**src/rtl/core_seq_pkg.sv**
```systemverilog
package core_seq_pkg;

    typedef enum logic [2:0] {
        PH_IDLE,
        PH_READ,
        PH_GAP,
        PH_WRITE,
        PH_DONE
    } phase_t;

    // Parity bit that makes the byte plus itself contain an odd number of ones
    function automatic logic odd_fill(input logic [7:0] b);
        return ~(^b);
    endfunction

endpackage

```
**src/rtl/cs_phase_fsm.sv**
```systemverilog
module cs_phase_fsm
    import core_seq_pkg::*;
#(
    parameter int READ_CLKS  = 4,
    parameter int STROBE_AT  = 3,
    parameter int GAP_CLKS   = 1,
    parameter int WRITE_CLKS = 4
) (
    input  logic clk,
    input  logic rst_n,
    input  logic start,
    output logic accept,
    output logic read_act,
    output logic strobe,
    output logic gap_last,
    output logic write_act,
    output logic done,
    output logic busy
);
    localparam int CNT_W = $clog2(READ_CLKS + GAP_CLKS + WRITE_CLKS + 1);

    phase_t            state_q, state_d;
    logic [CNT_W-1:0]  cnt_q, cnt_d;

    // state register
    always_ff @(posedge clk) begin
        if (!rst_n) begin
            state_q <= PH_IDLE;
            cnt_q   <= '0;
        end else begin
            state_q <= state_d;
            cnt_q   <= cnt_d;
        end
    end

    // next state
    always_comb begin
        state_d = state_q;
        cnt_d   = cnt_q + 1'b1;
        unique case (state_q)
            PH_IDLE: begin
                cnt_d = '0;
                if (start) state_d = PH_READ;
            end
            PH_READ: begin
                if (cnt_q == CNT_W'(READ_CLKS - 1)) begin
                    state_d = PH_GAP;
                    cnt_d   = '0;
                end
            end
            PH_GAP: begin
                if (cnt_q == CNT_W'(GAP_CLKS - 1)) begin
                    state_d = PH_WRITE;
                    cnt_d   = '0;
                end
            end
            PH_WRITE: begin
                if (cnt_q == CNT_W'(WRITE_CLKS - 1)) begin
                    state_d = PH_DONE;
                    cnt_d   = '0;
                end
            end
            PH_DONE: begin
                state_d = PH_IDLE;
                cnt_d   = '0;
            end
            default: begin
                state_d = PH_IDLE;
                cnt_d   = '0;
            end
        endcase
    end

    // outputs
    always_comb begin
        accept    = 1'b0;
        read_act  = 1'b0;
        strobe    = 1'b0;
        gap_last  = 1'b0;
        write_act = 1'b0;
        done      = 1'b0;
        busy      = 1'b1;
        unique case (state_q)
            PH_IDLE: begin
                busy   = 1'b0;
                accept = start;
            end
            PH_READ: begin
                read_act = 1'b1;
                strobe   = (cnt_q == CNT_W'(STROBE_AT - 1));
            end
            PH_GAP:   gap_last  = (cnt_q == CNT_W'(GAP_CLKS - 1));
            PH_WRITE: write_act = 1'b1;
            PH_DONE:  done      = 1'b1;
            default:  busy      = 1'b0;
        endcase
    end

    // done lasts one clock
    a_r11_done_one_clock: assert property (@(posedge clk) disable iff (!rst_n)
        done |=> !done);

    // once a cycle runs, busy stays up until done
    a_r12_busy_holds: assert property (@(posedge clk) disable iff (!rst_n)
        (busy && !done) |=> busy);

endmodule

```
**src/rtl/cs_addr_decode.sv**
```systemverilog
module cs_addr_decode #(
    parameter int ADDR_W = 13,
    parameter int X_W    = 6,
    parameter int SEG_W  = 2
) (
    input  logic              clk,
    input  logic              rst_n,
    input  logic              accept,
    input  logic [ADDR_W-1:0] addr,
    output logic [X_W-1:0]    x_line,
    output logic [ADDR_W-X_W-1:0] y_line,
    output logic [SEG_W-1:0]  seg
);
    logic [ADDR_W-1:0] addr_q;

    always_ff @(posedge clk) begin
        if (!rst_n)      addr_q <= '0;
        else if (accept) addr_q <= addr;
    end

    assign x_line = addr_q[X_W-1:0];
    assign y_line = addr_q[ADDR_W-1:X_W];
    assign seg    = addr_q[ADDR_W-1:ADDR_W-SEG_W];

    // selects stay fixed while no new start is taken
    a_r2_select_stable: assert property (@(posedge clk) disable iff (!rst_n)
        !accept |=> $stable(addr_q));

endmodule

```
**src/rtl/cs_data_path.sv**
```systemverilog
module cs_data_path
    import core_seq_pkg::*;
#(
    parameter int DATA_W = 16,
    parameter int SEGS   = 4,
    localparam int PAR_W  = DATA_W / 8,
    localparam int PLANES = DATA_W + PAR_W,
    localparam int SEG_W  = $clog2(SEGS)
) (
    input  logic                   clk,
    input  logic                   rst_n,
    input  logic                   accept,
    input  logic                   store_in,
    input  logic [DATA_W-1:0]      wr_data,
    input  logic [PLANES-1:0]      sense,
    input  logic                   strobe,
    input  logic                   gap_last,
    input  logic                   write_act,
    input  logic [SEG_W-1:0]       seg,
    output logic [PLANES-1:0]      data_reg,
    output logic [PLANES*SEGS-1:0] inhibit,
    output logic                   parity_err
);
    logic              store_q;
    logic [DATA_W-1:0] wdata_q;
    logic [PAR_W-1:0]  par_new;
    logic [PAR_W-1:0]  par_bad;

    for (genvar b = 0; b < PAR_W; b++) begin : g_byte
        assign par_new[b] = odd_fill(wdata_q[b*8 +: 8]);
        assign par_bad[b] = odd_fill(data_reg[b*8 +: 8]) != data_reg[DATA_W + b];
    end

    always_ff @(posedge clk) begin
        if (!rst_n) begin
            store_q    <= 1'b0;
            wdata_q    <= '0;
            data_reg   <= '0;
            parity_err <= 1'b0;
        end else if (accept) begin
            store_q    <= store_in;
            wdata_q    <= wr_data;
            data_reg   <= '0;
            parity_err <= 1'b0;
        end else begin
            if (strobe)
                data_reg <= data_reg | sense;
            if (gap_last) begin
                parity_err <= |par_bad;
                if (store_q)
                    data_reg <= {par_new, wdata_q};
            end
        end
    end

    for (genvar p = 0; p < PLANES; p++) begin : g_plane
        for (genvar s = 0; s < SEGS; s++) begin : g_seg
            assign inhibit[p*SEGS + s] = write_act && !data_reg[p]
                                         && (seg == SEG_W'(s));
        end
    end

    // the flag only moves on a start or at the parity check point
    a_r10_flag_holds: assert property (@(posedge clk) disable iff (!rst_n)
        (!accept && !gap_last) |=> $stable(parity_err));

endmodule

```
**src/rtl/core_cycle_seq.sv**
```systemverilog
module core_cycle_seq
    import core_seq_pkg::*;
#(
    parameter int ADDR_W     = 13,
    parameter int DATA_W     = 16,
    parameter int X_W        = 6,
    parameter int SEGS       = 4,
    parameter int READ_CLKS  = 4,
    parameter int STROBE_AT  = 3,
    parameter int GAP_CLKS   = 1,
    parameter int WRITE_CLKS = 4,
    localparam int PLANES = DATA_W + DATA_W / 8,
    localparam int Y_W    = ADDR_W - X_W,
    localparam int SEG_W  = $clog2(SEGS)
) (
    input  logic                   clk,
    input  logic                   rst_n,
    input  logic                   start,
    input  logic                   cyc_store,
    input  logic [ADDR_W-1:0]      addr,
    input  logic [DATA_W-1:0]      wr_data,
    input  logic [PLANES-1:0]      sense,
    output logic [X_W-1:0]         x_line,
    output logic [Y_W-1:0]         y_line,
    output logic                   drive_en,
    output logic                   drive_dir,
    output logic                   sense_strobe,
    output logic [PLANES*SEGS-1:0] inhibit,
    output logic [PLANES-1:0]      data_reg,
    output logic                   parity_err,
    output logic                   busy,
    output logic                   done
);
    logic             accept, read_act, gap_last, write_act;
    logic [SEG_W-1:0] seg;

    cs_phase_fsm #(
        .READ_CLKS (READ_CLKS),
        .STROBE_AT (STROBE_AT),
        .GAP_CLKS  (GAP_CLKS),
        .WRITE_CLKS(WRITE_CLKS)
    ) u_fsm (
        .clk      (clk),
        .rst_n    (rst_n),
        .start    (start),
        .accept   (accept),
        .read_act (read_act),
        .strobe   (sense_strobe),
        .gap_last (gap_last),
        .write_act(write_act),
        .done     (done),
        .busy     (busy)
    );

    cs_addr_decode #(
        .ADDR_W(ADDR_W),
        .X_W   (X_W),
        .SEG_W (SEG_W)
    ) u_dec (
        .clk   (clk),
        .rst_n (rst_n),
        .accept(accept),
        .addr  (addr),
        .x_line(x_line),
        .y_line(y_line),
        .seg   (seg)
    );

    cs_data_path #(
        .DATA_W(DATA_W),
        .SEGS  (SEGS)
    ) u_dp (
        .clk       (clk),
        .rst_n     (rst_n),
        .accept    (accept),
        .store_in  (cyc_store),
        .wr_data   (wr_data),
        .sense     (sense),
        .strobe    (sense_strobe),
        .gap_last  (gap_last),
        .write_act (write_act),
        .seg       (seg),
        .data_reg  (data_reg),
        .inhibit   (inhibit),
        .parity_err(parity_err)
    );

    assign drive_en  = read_act | write_act;
    assign drive_dir = write_act;

    // an accepted start leads straight into drive toward zero
    a_r3_read_follows_start: assert property (@(posedge clk) disable iff (!rst_n)
        (start && !busy) |=> (drive_en && !drive_dir));

    // the strobe falls only inside the read drive
    a_r4_strobe_in_read: assert property (@(posedge clk) disable iff (!rst_n)
        sense_strobe |-> (drive_en && !drive_dir));

    // inhibit only while driving toward one
    a_r7_inhibit_in_write_only: assert property (@(posedge clk) disable iff (!rst_n)
        !(drive_en && drive_dir) |-> (inhibit == '0));

    // the read drive is followed by a clock without drive
    a_r5_gap_after_read: assert property (@(posedge clk) disable iff (!rst_n)
        (drive_en && !drive_dir && !sense_strobe && $past(sense_strobe)) |=> !drive_en);

endmodule

```
**config.mk**
```make
export PLATFORM = sky130hd
export DESIGN_NAME = core_cycle_seq
export DESIGN_NICKNAME = d
export VERILOG_FILES = /design/src/rtl/core_seq_pkg.sv /design/src/rtl/cs_phase_fsm.sv /design/src/rtl/cs_addr_decode.sv /design/src/rtl/cs_data_path.sv /design/src/rtl/core_cycle_seq.sv
export SDC_FILE = /design/constraint.sdc
export NUM_CORES = 1
export LEC_CHECK = 0
export BUFFER_PORTS_ARGS = -buffer_cell sky130_fd_sc_hd__buf_2
export CORE_MARGIN = 2
export CORE_UTILIZATION = 44
export CTS_CLUSTER_DIAMETER = 150
export DETAILED_ROUTE_END_ITERATION = 10
export GPL_TIMING_DRIVEN = 0
export HOLD_SLACK_MARGIN = 0.05
export PLACE_DENSITY = 0.9
export SYNTH_ARGS = -nofsm -noshare
export SYNTH_HDL_FRONTEND = slang
export SYNTH_SLANG_ARGS = --single-unit
```
**constraint.sdc**
```tcl
create_clock -name clk -period 1.7 [get_ports clk]
set_input_delay 0.085 -clock clk [delete_from_list [all_inputs] [get_ports clk]]
set_output_delay 0.085 -clock clk [all_outputs]
set_load 0.02 [all_outputs]
```
==> flow_summary.json <==
{
  "start_kind": "flip-flop",
  "max_cap_violations": 0,
  "place_inst": 604,
  "dieHeight_microns": 84.2,
  "drv_slew": 0,
  "regArea_sq_mm": 0.00114,
  "synth_seq_cells": 56,
  "htreeDepth": 2,
  "final_cell_area_sq_mm": 0.00541,
  "synth_edf_count": 0,
  "cts_buffer_depth": 2,
  "fin_util_pct": 86.2,
  "multi_input_area_sq_mm": 0.00213,
  "violations": "negative setup slack",
  "fin_nets": 639,
  "syn_area_sq_mm": 0.00283,
  "dieArea_sq_mm": 0.00709,
  "grt.total_usage_pct": 26.7,
  "outcome": "finished with violations",
  "cp_common_cell": "buf_6",
  "yosys.area.top_type_share_pct": 39.6,
  "cts.sinks": 56,
  "drt_iter0_drc": 322,
  "totalPowerFinal_mw": 2.67,
  "clock_latency_ns": 0.31,
  "grt_max_degree": 16,
  "ys.flop_type": "dfxtp_1",
  "stdcell_count": 662,
  "clk_pin_slew_worst_paths_ns": 0.09,
  "gp_congestion": 0.833,
  "required_ns": 1.62,
  "synth_top_cells_by_area": "dfxtp_1 40%, nor2_1 13%, nand2_1 8.6%",
  "layout_commonest_cell": "buf_2",
  "grt_pass1_wl_microns": 15400,
  "root_buffer": "clkbuf_8",
  "holdCritPathClass": "input port to flip-flop",
  "power_density_mw_per_mm2": 494,
  "hpwl_microns": 6590,
  "ir_worst_vdd_mv": 0.494,
  "cts_buffers": 5,
  "path_cells": "nor2b_4 -> nand2_4 -> or3_4 -> buf_6 -> buf_12 -> nor2_4 -> buf_6",
  "syn_avg_cell_area_sq_um": 7.69,
  "fmax_mhz": 522,
  "seq_area_frac_synth_pct": 39.6,
  "arrival_ns": 1.83,
  "first_global_vias": 3300,
  "via_per_inst": 5.85,
  "place_area_sq_mm": 0.00375,
  "cts_tree": "done",
  "grt_remaining_overflow": 0,
  "whs_ns": 0.0706,
  "finClkSkew_ns": 0.00739,
  "dieWidth_microns": 84.2,
  "final_layout_size_suffix_gt1_share_pct": 51.9,
  "tns_ns": -9.37,
  "syn2layout_area_growth_pct": 91.1,
  "slew_headroom_pct": 58.6,
  "wl_per_cell_microns": 21.3,
  "grt_setup_unrepaired": "yes",
  "io_pins": 160,
  "critPathSlowestCell": "dfxtp_4",
  "antenna_found_initial": 1,
  "nFillCells": 255,
  "finalWorstSetupSlack_ns": -0.215,
  "final_cell_mix": "87 x buf_2, 71 x buf_6, 62 x nand2_1, 58 x nor2_4, 44 x dfxtp_1",
  "cpPeakStageDelay_ns": 0.36,
  "ant_nets": 0,
  "cp_max_fo": 6,
  "drt_pass1_iterations": 5,
  "setup_viol": 80,
  "netlist-cell-type-count": 34,
  "start_util_pct": 45.1,
  "largest_reg_flops": 18,
  "postSynthCellCount": 368,
  "endpoint_kind": "output port",
  "synthesis.nets": 422,
  "synth_top_area_cell": "dfxtp_1",
  "rows": 29,
  "portBuffers": 159,
  "num_vias": 3872,
  "finalCriticalPeriod_ns": 1.92,
  "drt_wl_total_microns": 14100,
  "period_share_pct": 113,
  "async_flop_share_pct": 0,
  "core_sq_mm": 0.00628,
  "hold_violations": 0,
  "worstMarginPinSlew_ns": 0.620,
  "drc": 0,
  "synth_warnings": 0,
  "post-place-ws_ns": -0.169,
  "leakage_nw": 2.55,
  "path_class": "flip-flop to output port"
}
## synth_stat cells (3+ instances only)
library cell  count
ha_1              3
a211oi_1         18
buf_6             3
dfxtp_1          56
xnor2_1          23
xor2_1            7
nor2_1           98
a21boi_0         30
clkbuf_1         13
nand2_1          65
inv_1             3
nor3_1           19
## report_power, final
group | leakage (nW) | total (mW) | switching [mW] | internal, mW
Sequential | 0.462 | 1.41 | 0.0552 | 1.36
Clock | 0.0501 | 0.825 | 0.402 | 0.423
Combinational | 2.03 | 0.434 | 0.232 | 0.203
Total | 2.55 | 2.67 | 0.689 | 1.98
## worst max-delay path: cells and delay by family, from the launching register on
kind / cells / cell delay, ns
and+or+nand+nor: 4 / 0.72
buffers and inverters: 3 / 0.44
DFF: 1 / 0.36
## routing by layer
metal	global-route usage [%]	part of all wire, %	vias to the layer above
li1	-	-	1640
met1	28.2	37	1831
met2	50.8	48	326
met3	4.13	8.9	75
met4	13.8	5.4	0
met5	0	0	-
## what timing repair did
item | in CTS | in global routing
cloned | 2 | 3
buffers inserted | 16 | 4
pin swaps | 1 | 5
gates resized for setup | 95 | 226
hold buffers | 27 | 1
endpoints found under the hold margin | 27 | 1
endpoints found under the setup margin | 84 | 109
## cell families after synthesis
family | after synthesis | share of synthesized area, %
fa+ha+maj | 3 | 1.33
simple gates | 203 | 30.7
buf+inv | 24 | 4.33
flops | 56 | 39.6
xor+xnor | 32 | 10.9
compound gates | 50 | 13.2
## layout make-up
type | instances | share of cell area [%]
Antenna cell | 1 | 0.0462
Buffer | 20 | 3.35
Clock buffer | 5 | 1.27
Clock inverter | 1 | 0.555
Inverter | 3 | 0.301
Multi-Input combinational cell | 288 | 39.3
Sequential cell | 56 | 21.0
Tap cell | 77 | 1.78
Timing Repair Buffer | 211 | 32.3
## path summary, 6_finish.rpt
kind / start / to / slack, ns / cells after the start
max reg2reg: u_fsm.cnt_q[0] / u_dp.data_reg[6] / -0.18 / 8
min reg2reg: u_fsm.cnt_q[0] / u_fsm.cnt_q[0] / 0.43 / 1
max: u_fsm.state_q[0] / inhibit[36] / -0.22 / 7
min: sense[8] / u_dp.data_reg[8] / 0.07 / 3
Power figures use the tool's default switching activity.
